## src/rtl/pa_router_pkg.sv

```systemverilog
package pa_router_pkg;

   typedef enum logic [2:0] {
      SP_CACHED  = 3'd0,
      SP_SPECIAL = 3'd1,
      SP_IO      = 3'd2,
      SP_SYNC    = 3'd3,
      SP_UMEM    = 3'd4
   } pa_space_e;

   localparam logic [2:0] ALG_UNCACHED = 3'b010;
   localparam logic [2:0] ALG_UNC_ACCEL = 3'b111;
   localparam logic [1:0] WINDOW_TAG = 2'b10;

endpackage

```

## src/rtl/pa_field_check.sv

```systemverilog
module pa_field_check
   import pa_router_pkg::*;
#(
   parameter int ADDR_W = 64,
   parameter int PA_W   = 40
) (
   input  logic [ADDR_W-1:0] addr,
   output logic              legal,
   output logic              cached,
   output pa_space_e         space
);
   localparam int ALG_LSB  = ADDR_W - 5;
   localparam int QUAL_LSB = ALG_LSB - 2;
   localparam int MBZ_W    = QUAL_LSB - PA_W;

   if (MBZ_W < 1) begin : g_bad_width
      $error("pa_field_check: ADDR_W too small for PA_W");
   end

   logic [1:0]       tag;
   logic [2:0]       alg;
   logic [1:0]       qual;
   logic [MBZ_W-1:0] mbz;
   logic             unc;

   assign tag  = addr[ADDR_W-1 -: 2];
   assign alg  = addr[ALG_LSB +: 3];
   assign qual = addr[QUAL_LSB +: 2];
   assign mbz  = addr[PA_W +: MBZ_W];
   assign unc  = (alg == ALG_UNCACHED) || (alg == ALG_UNC_ACCEL);

   always_comb begin
      legal  = (tag == WINDOW_TAG) && (alg[2:1] != 2'b00) && (mbz == '0)
               && (unc || (qual == 2'b00));
      cached = legal && !unc;
      space  = SP_CACHED;
      if (legal && unc) begin
         unique case (qual)
            2'b00:   space = SP_SPECIAL;
            2'b01:   space = SP_IO;
            2'b10:   space = SP_SYNC;
            default: space = SP_UMEM;
         endcase
      end
   end

   always_comb begin
      assert_cached_class_R4: assert (!cached || (space == SP_CACHED))
         else $error("cached access classed as uncached space");
   end

endmodule

```

## src/rtl/pa_node_split.sv

```systemverilog
module pa_node_split #(
   parameter int PA_W   = 40,
   parameter int OFF_W  = 32,
   parameter int NODE_W = 9
) (
   input  logic [PA_W-1:0]   pa,
   input  logic              mode_wide,
   output logic [NODE_W-1:0] node_raw,
   output logic [OFF_W-1:0]  off_raw
);
   localparam int NODE_W_N = PA_W - OFF_W;
   localparam int PAD_W    = NODE_W - NODE_W_N;

   if (PAD_W != 1) begin : g_bad_split
      $error("pa_node_split: wide mode must add exactly one node bit");
   end

   logic [NODE_W-1:0] node_n;
   logic [NODE_W-1:0] node_w;
   logic [OFF_W-1:0]  off_n;
   logic [OFF_W-1:0]  off_w;

   assign node_n = {{PAD_W{1'b0}}, pa[PA_W-1:OFF_W]};
   assign off_n  = pa[OFF_W-1:0];
   assign node_w = pa[PA_W-1:OFF_W-1];
   assign off_w  = {1'b0, pa[OFF_W-2:0]};

   assign node_raw = mode_wide ? node_w : node_n;
   assign off_raw  = mode_wide ? off_w  : off_n;

endmodule

```

## src/rtl/pa_local_alias.sv

```systemverilog
module pa_local_alias
   import pa_router_pkg::*;
#(
   parameter int              PA_W          = 40,
   parameter int              OFF_W         = 32,
   parameter int              NODE_W        = 9,
   parameter int              CACHED_LIM_LG = 26,
   parameter logic [PA_W-1:0] SPECIAL_LIM   = 40'h00_3000_0000,
   parameter int              SWAP_BLK_LG   = 16,
   parameter bit              SWAP_EN       = 1'b1
) (
   input  logic [PA_W-1:0]   pa,
   input  pa_space_e         space,
   input  logic              legal,
   input  logic              mode_wide,
   input  logic [NODE_W-1:0] local_node,
   input  logic              cpu_id,
   input  logic [NODE_W-1:0] node_raw,
   input  logic [OFF_W-1:0]  off_raw,
   output logic [NODE_W-1:0] node_out,
   output logic [OFF_W-1:0]  off_out
);
   localparam int              NODE_W_N   = PA_W - OFF_W;
   localparam logic [PA_W-1:0] CACHED_LIM = PA_W'(1) << CACHED_LIM_LG;
   localparam logic [NODE_W-1:0] NARROW_MASK =
      {{(NODE_W-NODE_W_N){1'b0}}, {NODE_W_N{1'b1}}};

   if (SWAP_BLK_LG + 1 >= OFF_W) begin : g_bad_swap
      $error("pa_local_alias: swap window exceeds offset width");
   end

   logic [NODE_W-1:0] local_eff;
   logic              cached_low;
   logic              special_low;

   assign local_eff   = mode_wide ? local_node : (local_node & NARROW_MASK);
   assign cached_low  = legal && (space == SP_CACHED) && (pa < CACHED_LIM);
   assign special_low = legal && (space == SP_SPECIAL) && (pa < SPECIAL_LIM);

   always_comb begin
      node_out = node_raw;
      if (cached_low) begin
         node_out = node_raw | local_eff;
      end else if (special_low) begin
         node_out = local_eff;
      end
   end

   if (SWAP_EN) begin : g_swap
      localparam logic [OFF_W-1:0] SWAP_BIT = OFF_W'(1) << SWAP_BLK_LG;
      logic in_window;
      assign in_window = ((off_raw >> (SWAP_BLK_LG + 1)) == '0);
      assign off_out = (legal && (space == SP_SPECIAL) && cpu_id && in_window)
                       ? (off_raw ^ SWAP_BIT) : off_raw;
   end else begin : g_no_swap
      assign off_out = off_raw;
   end

   always_comb begin
      assert_swap_scope_R11: assert ((off_out == off_raw) ||
                                     ((space == SP_SPECIAL) && cpu_id))
         else $error("offset remapped outside special space of CPU 1");
   end

endmodule

```

## src/rtl/pa_node_router.sv

```systemverilog
module pa_node_router
   import pa_router_pkg::*;
#(
   parameter int ADDR_W = 64,
   parameter int PA_W   = 40,
   parameter int OFF_W  = 32,
   parameter int NODE_W = 9
) (
   input  logic              clk,
   input  logic              rst_n,
   input  logic              req_valid,
   input  logic [63:0]       req_addr,
   input  logic [8:0]        local_node,
   input  logic              cpu_id,
   input  logic              mode_sel,
   output logic              rsp_valid,
   output logic [8:0]        tgt_node,
   output logic [31:0]       tgt_offset,
   output logic              rsp_cached,
   output logic [2:0]        rsp_space,
   output logic              rsp_illegal
);
   localparam int NODE_W_N = PA_W - OFF_W;

   if (ADDR_W != 64 || NODE_W != 9 || OFF_W != 32) begin : g_bad_ports
      $error("pa_node_router: parameters disagree with port widths");
   end

   logic              mode_q;
   logic              legal;
   logic              cached;
   pa_space_e         space;
   logic [NODE_W-1:0] node_raw;
   logic [OFF_W-1:0]  off_raw;
   logic [NODE_W-1:0] node_al;
   logic [OFF_W-1:0]  off_al;

   always_ff @(posedge clk) begin
      if (!rst_n) begin
         mode_q <= 1'b0;
      end else if (!req_valid && !rsp_valid) begin
         mode_q <= mode_sel;
      end
   end

   pa_field_check #(.ADDR_W(ADDR_W), .PA_W(PA_W)) u_check (
      .addr   (req_addr),
      .legal  (legal),
      .cached (cached),
      .space  (space)
   );

   pa_node_split #(.PA_W(PA_W), .OFF_W(OFF_W), .NODE_W(NODE_W)) u_split (
      .pa        (req_addr[PA_W-1:0]),
      .mode_wide (mode_q),
      .node_raw  (node_raw),
      .off_raw   (off_raw)
   );

   pa_local_alias #(.PA_W(PA_W), .OFF_W(OFF_W), .NODE_W(NODE_W)) u_alias (
      .pa         (req_addr[PA_W-1:0]),
      .space      (space),
      .legal      (legal),
      .mode_wide  (mode_q),
      .local_node (local_node),
      .cpu_id     (cpu_id),
      .node_raw   (node_raw),
      .off_raw    (off_raw),
      .node_out   (node_al),
      .off_out    (off_al)
   );

   always_ff @(posedge clk) begin
      if (!rst_n) begin
         rsp_valid   <= 1'b0;
         tgt_node    <= '0;
         tgt_offset  <= '0;
         rsp_cached  <= 1'b0;
         rsp_space   <= 3'd0;
         rsp_illegal <= 1'b0;
      end else begin
         rsp_valid <= req_valid;
         if (req_valid) begin
            rsp_illegal <= !legal;
            tgt_node    <= legal ? node_al : '0;
            tgt_offset  <= legal ? off_al  : '0;
            rsp_cached  <= cached;
            rsp_space   <= legal ? 3'(space) : 3'd0;
         end
      end
   end

   assert_latency_R3: assert property (@(posedge clk) disable iff (!rst_n)
      req_valid |=> rsp_valid) else $error("response missing");

   assert_no_spurious_R3: assert property (@(posedge clk) disable iff (!rst_n)
      !req_valid |=> !rsp_valid) else $error("response without request");

   assert_illegal_zero_R2: assert property (@(posedge clk) disable iff (!rst_n)
      (rsp_valid && rsp_illegal) |->
         (tgt_node == '0 && tgt_offset == '0 && !rsp_cached && rsp_space == 3'd0))
      else $error("illegal response carries data");

   assert_cached_space_R4: assert property (@(posedge clk) disable iff (!rst_n)
      (rsp_valid && rsp_cached) |-> (rsp_space == 3'd0 && !rsp_illegal))
      else $error("cached flag with uncached space");

   assert_mode_hold_R12: assert property (@(posedge clk) disable iff (!rst_n)
      (req_valid || rsp_valid) |=> (mode_q == $past(mode_q)))
      else $error("mode changed while busy");

   assert_cached_alias_R8: assert property (@(posedge clk) disable iff (!rst_n)
      (rsp_valid && rsp_cached && $past(req_addr[PA_W-1:26]) == '0) |->
         (tgt_node == ($past(mode_q) ? $past(local_node)
                      : {{(NODE_W-NODE_W_N){1'b0}}, $past(local_node[NODE_W_N-1:0])})))
      else $error("low cached address not sent to local node");

   assert_explicit_node_R10: assert property (@(posedge clk) disable iff (!rst_n)
      (rsp_valid && !rsp_illegal && rsp_space >= 3'd2) |->
         (tgt_node == $past(node_raw)))
      else $error("aliasing applied to explicit-node space");

endmodule

```

## config.mk

```make
export PLATFORM = sky130hd
export DESIGN_NAME = pa_node_router
export DESIGN_NICKNAME = d
export VERILOG_FILES = /design/src/rtl/pa_router_pkg.sv /design/src/rtl/pa_field_check.sv /design/src/rtl/pa_node_split.sv /design/src/rtl/pa_local_alias.sv /design/src/rtl/pa_node_router.sv
export SDC_FILE = /design/constraint.sdc
export NUM_CORES = 1
export LEC_CHECK = 0
export ABC_CLOCK_PERIOD_IN_PS = 4550
export CORE_UTILIZATION = 46
export DETAILED_ROUTE_END_ITERATION = 7
export PLACE_DENSITY_LB_ADDON = 0.3
export SYNTH_ARGS = -nofsm -noshare
export SYNTH_HDL_FRONTEND = slang
export SYNTH_HIERARCHICAL = 1
export SYNTH_SLANG_ARGS = --single-unit
export TNS_END_PERCENT = 1
```

## constraint.sdc

```tcl
create_clock -name clk -period 4.55 [get_ports clk]
set_input_delay 1.1375 -clock clk [delete_from_list [all_inputs] [get_ports clk]]
set_output_delay 1.1375 -clock clk [all_outputs]
set_load 0.02 [all_outputs]
```

Word-level counts from Yosys, hierarchy flattened:

Index checks and enable logic that the tools add are counted.

* bits in registers: 48
* latch bits: 0
* bits in writable memories: 0
* bits in read-only memories: 0
* bits of input ports: 78
* output and inout port bits: 47
* logic and storage cells: 51
* memories: 0

* $add $sub $neg: 0
* multiply operators: 0
* divide/modulo/power cells: 0
* $lt $le $gt $ge: 2
* eq/ne operators: 6
* shift-type cells: 0
* multiplexer cells: 11
* bitwise operators: 2
* reduce and logical (&&, ||, !) cells: 23

Operator list (number)
* $mux 32: 2
* $mux 9: 5
* $lt 40x27->1 const B: 1
* $lt 40x30->1 const B: 1
* $logic_not 32->1: 1
* $logic_not 17->1: 1
* $mux 17: 1
* $logic_and 1x1->1: 12
* $or 9x9->9: 1
* $pmux 3 s3: 1
* $mux 3: 2
* $eq 2x2->1 const B: 2
* $logic_not 1->1: 4
* $eq 3x1->1 const B: 1
* $eq 3x2->1 const B: 1
* $eq 3x3->1 const B: 1
* $logic_not 3->1: 1
* $eq 2x1->1 const B: 1
* $logic_not 2->1: 1
* $logic_or 1x1->1: 2
* $reduce_bool 2->1: 1
* $not 1->1: 1

Longest topological paths before layout:

* depth after elaboration: 12
* mapped depth: 10
* depth with buffers taken out: 9

Cells and area by module:

The synthesis kept the hierarchy.

By module, submodules not included
* pa_node_router: times used 1, cells an instance 207, area an instance 1894.3 um^2, sequential area each 960.9 um^2
* pa_local_alias: times used 1, cells an instance 57, area an instance 465.4 um^2, sequential area each 0.0 um^2
* pa_node_split: times used 1, cells an instance 42, area an instance 380.4 um^2, sequential area each 0.0 um^2
* pa_field_check: times used 1, cells an instance 25, area an instance 211.5 um^2, sequential area each 0.0 um^2

Worst setup path after synthesis:

Ideal clock, no wire load.

* path kind: input -> register
* from: in req_addr[40]
* to: reg tgt_node[1]
* setup time: 122 ps
* arrival: 2974 ps
* data required time: 4428 ps
* path slack: 1453 ps
* cell stages on the path: 8
* path buffers: 0
* cells stage by stage: nor4_2 -> nand3_2 -> a211oi_1 -> nor3b_1 -> nand4_2 -> a22o_2 -> nand2_1 -> o21ai_0

* word-level cells in the longest chain between the ends: 11
* elaborated cells on any way between the ends: 14
* classes of those cells: eq/ne (1); mux (4); reduce/logical (9)

RTL lines
* from (decl): RTL line pa_node_router.sv:12 `input logic [63:0] req_addr,`
* $logic_not 17->1 *: RTL line pa_field_check.sv:33 `legal = (tag == WINDOW_TAG) && (alg[2:1] != 2'b00) && (mbz == '0)`
* $logic_and 1x1->1 *: RTL line pa_field_check.sv:33
* $logic_and 1x1->1 *: RTL line pa_field_check.sv:34 `&& (unc || (qual == 2'b00));`
* named net legal: RTL line pa_node_router.sv:30 `logic legal;`
* $logic_and 1x1->1: RTL line pa_field_check.sv:37 `if (legal && unc) begin`
* $mux 3: RTL line pa_field_check.sv:37
* $eq 3x1->1: RTL line pa_local_alias.sv:38 `assign special_low = legal && (space == SP_SPECIAL) && (pa < SPECIAL_LIM);`
* $logic_and 1x1->1 (2 in a row): RTL line pa_local_alias.sv:38
* $mux 9: RTL line pa_local_alias.sv:44 `end else if (special_low) begin`
* $mux 9 *: RTL line pa_local_alias.sv:42 `if (cached_low) begin`
* named net node_al[1]: RTL line pa_node_router.sv:35 `logic [NODE_W-1:0] node_al;`
* $mux 9 *: RTL line pa_node_router.sv:85 `tgt_node <= legal ? node_al : '0;`
* to (signal assigned): RTL line pa_node_router.sv:85
* to (decl): RTL line pa_node_router.sv:17 `output logic [8:0] tgt_node,`

The timed path passes the listed nets; every way through them passes the cells marked *.
A chain may end at the register's enable or synchronous reset.

Worst setup path after layout:

* from: in req_addr[40]
* to: reg tgt_node[3]

Same word-level chain as after synthesis.

==> impl_metrics.ini <==
[logic_synthesis]
syn_area_sq_um = 2950
synth_edf_count = 0
ys.flop_type = dfxtp_1
synth_warnings = 6
synth_seq_cells = 48
postSynthAreaPerCell_sq_um = 8.92
ys_seq_area_frac = 0.326
synthArstFlopShare = 0
syn_inst = 331
syn_nets = 412
synth.distinct_cells = 44

[power]
swShare = 0.215
p_int_mw = 0.676
p_per_area_nw_per_um2 = 228
power_frac_comb = 0.166
p_switching_mw = 0.185
p_leak_nw = 1.32
clockPowerShare = 0.341
p_seq_frac = 0.492
ir_worst_vdd_mv = 0.220

[route]
ant_nets = 0
vias_per_cell = 5.16
first_pass_iters = 4
routedWlPerCell_um = 13.4
routed_wl_um = 6130
drt_iter0_drc = 70
vias = 2359
route.detailed.drc = 0

[placed_design]
port_buffers = 124
dp_hpwl_um = 4570
globalplace.congestion = 0.832

[layout]
drive_above_1_share = 0.110
n_antenna_cell = 0
area.growth.synth_to_final_pct = 27.9
layout_commonest_cell = clkdlybuf4s50_1
finish.utilization = 0.623
layout.nets = 462
final_cell_mix = 123 x clkdlybuf4s50_1, 49 x nand2_1, 48 x dfxtp_1

[clock_network]
tritoncts = built
root_buffer = clkbuf_8
clk_pin_slew_worst_paths_ps = 80
cts_hold_buf = 0
post_cts_buffers = 0
cts_resized = 0
htreeDepth = 2
clock_latency_ps = 290
clk_path_buf_depth = 2
clock-sinks = 48
cts_buffers = 5

[critical_path]
end_kind = flop
reg2reg_to = tgt_offset[16]
crit_start = req_addr[40]
required_ps = 4700
rr_startpoint = mode_q
reg2regPathDepth = 7
critPathLaunchType = input pin
rrSetupSlack_ps = 2580
critPathKind = in2reg
cp.arrival_ps = 3710
crit_fanout = 9

[worst_hold_path]
hold_start = tgt_node[7]
holdPathEnd = tgt_node[7]
hp-class = reg2reg
hold-path-cell-count = 2

[sta]
drv_slew = 0
setup-violations-final = 0
rsz0062_at_grt = no
fmax_mhz = 281
slew_headroom = 0.445
final_hold_viol_count = 0
worstMarginPinSlew_ps = 830
tns_ps = 0
finClkSkew_ps = 6.04
timing.final.crit_share = 0.782
post-route-min-period_ps = 3560

[floorplanning]
ioPinCount = 125
num_rows = 28
die_y_um = 82.1
start_util = 0.487
core_area_sq_um = 6060
die-area_sq_um = 6740
die_w_um = 82.1

[global_routing]
antenna_found_initial = 0
overflow = 0
grt_pass1_wl_um = 9320
grt_max_degree = 59
grtUsageTotal = 0.180
first_global_vias = 2016

[run]
drv_cap = 0

[outcome]
outcome = finished clean
## per-stage QoR
step	setup slack, ps	area (sq um)	total power [mW]	hold slack [ps]	instances
global route	804	3780	0.902	492	457
finish	993	3780	0.862	474	457
floorplan	1450	2950	0.537	492	331
CTS	967	3780	0.875	474	457
global placement	790	3670	0.576	457	449
detailed placement	668	3670	0.578	462	449
## critical path, stage by stage
cell and delay [ps]:
clkdlybuf4s50_1 410, nor4_2 310, nand3_2 190, a211oi_1 430, nor3b_1 430, nand4_2 310
a22o_2 340, nand2_1 60, o21ai_1 70
## sequential cells by signal (all words and copies together) (netlist names)
| register | flops |
|---|---|
| tgt_node | 9 |
| rsp_illegal | 1 |
| mode_q | 1 |
| rsp_cached | 1 |
| tgt_offset | 32 |
| rsp_space | 3 |
| rsp_valid | 1 |
## cell families after synthesis
| logic type | share of synthesized area |
|---|---|
| mux | 0.0441 |
| fa+ha+maj | 0.0127 |
| simple gates | 0.267 |
| buf+inv | 0.215 |
| xor+xnor | 0.00890 |
| compound gates | 0.126 |
| flops | 0.326 |
## synthesized netlist by cell type (5+ instances only)
cell,n,area share
mux2_4,8,0.041
a22o_2,8,0.027
buf_6,7,0.027
nand3b_1,44,0.11
buf_4,68,0.17
dfxtp_1,48,0.33
nand2_1,49,0.062
nor4_1,5,0.011
o21ai_1,36,0.061
o21ai_0,6,0.010
buf_2,7,0.012
## how the worst max path moves through the flow
stage          cells past startpoint     endpoint
4_1_cts                            9  tgt_node[3]
5_1_grt                            9  tgt_node[2]
2_1_floorplan                      8  tgt_node[1]
3_3_place_gp                       9  tgt_node[2]
6_report                           9  tgt_node[3]
3_5_place_dp                       9  tgt_node[3]
## layout make-up
type                            instances  area, sq um
Fill cell                             540         2280
Multi-Input combinational cell        198         1360
Timing Repair Buffer                  126         1250
Sequential cell                        48          961
Tap cell                               75         93.8
Clock buffer                            6         72.6
Clock inverter                          2         35.0
Inverter                                2         7.51
## power groups by stage
stage / registers, mW / logic [mW] / clock network, mW
2_1_floorplan: 0.434 / 0.103 / 0
4_1_cts: 0.424 / 0.144 / 0.307
3_3_place_gp: 0.434 / 0.142 / 0
6_report: 0.424 / 0.143 / 0.294
5_1_grt: 0.425 / 0.154 / 0.323
3_5_place_dp: 0.434 / 0.143 / 0
## layer usage
layer | GRT usage | part of all wire | wire length (um) | up-vias
met1 | 0.227 | 0.44 | 2670 | 1076
met3 | 0.0330 | 0.057 | 349 | 6
li1 | - | - | - | 1186
met5 | 0 | 0 | 0 | -
met4 | 0.0544 | 0.012 | 71 | 0
met2 | 0.308 | 0.50 | 3040 | 91
No activity file was read; power rests on OpenSTA's default activity.
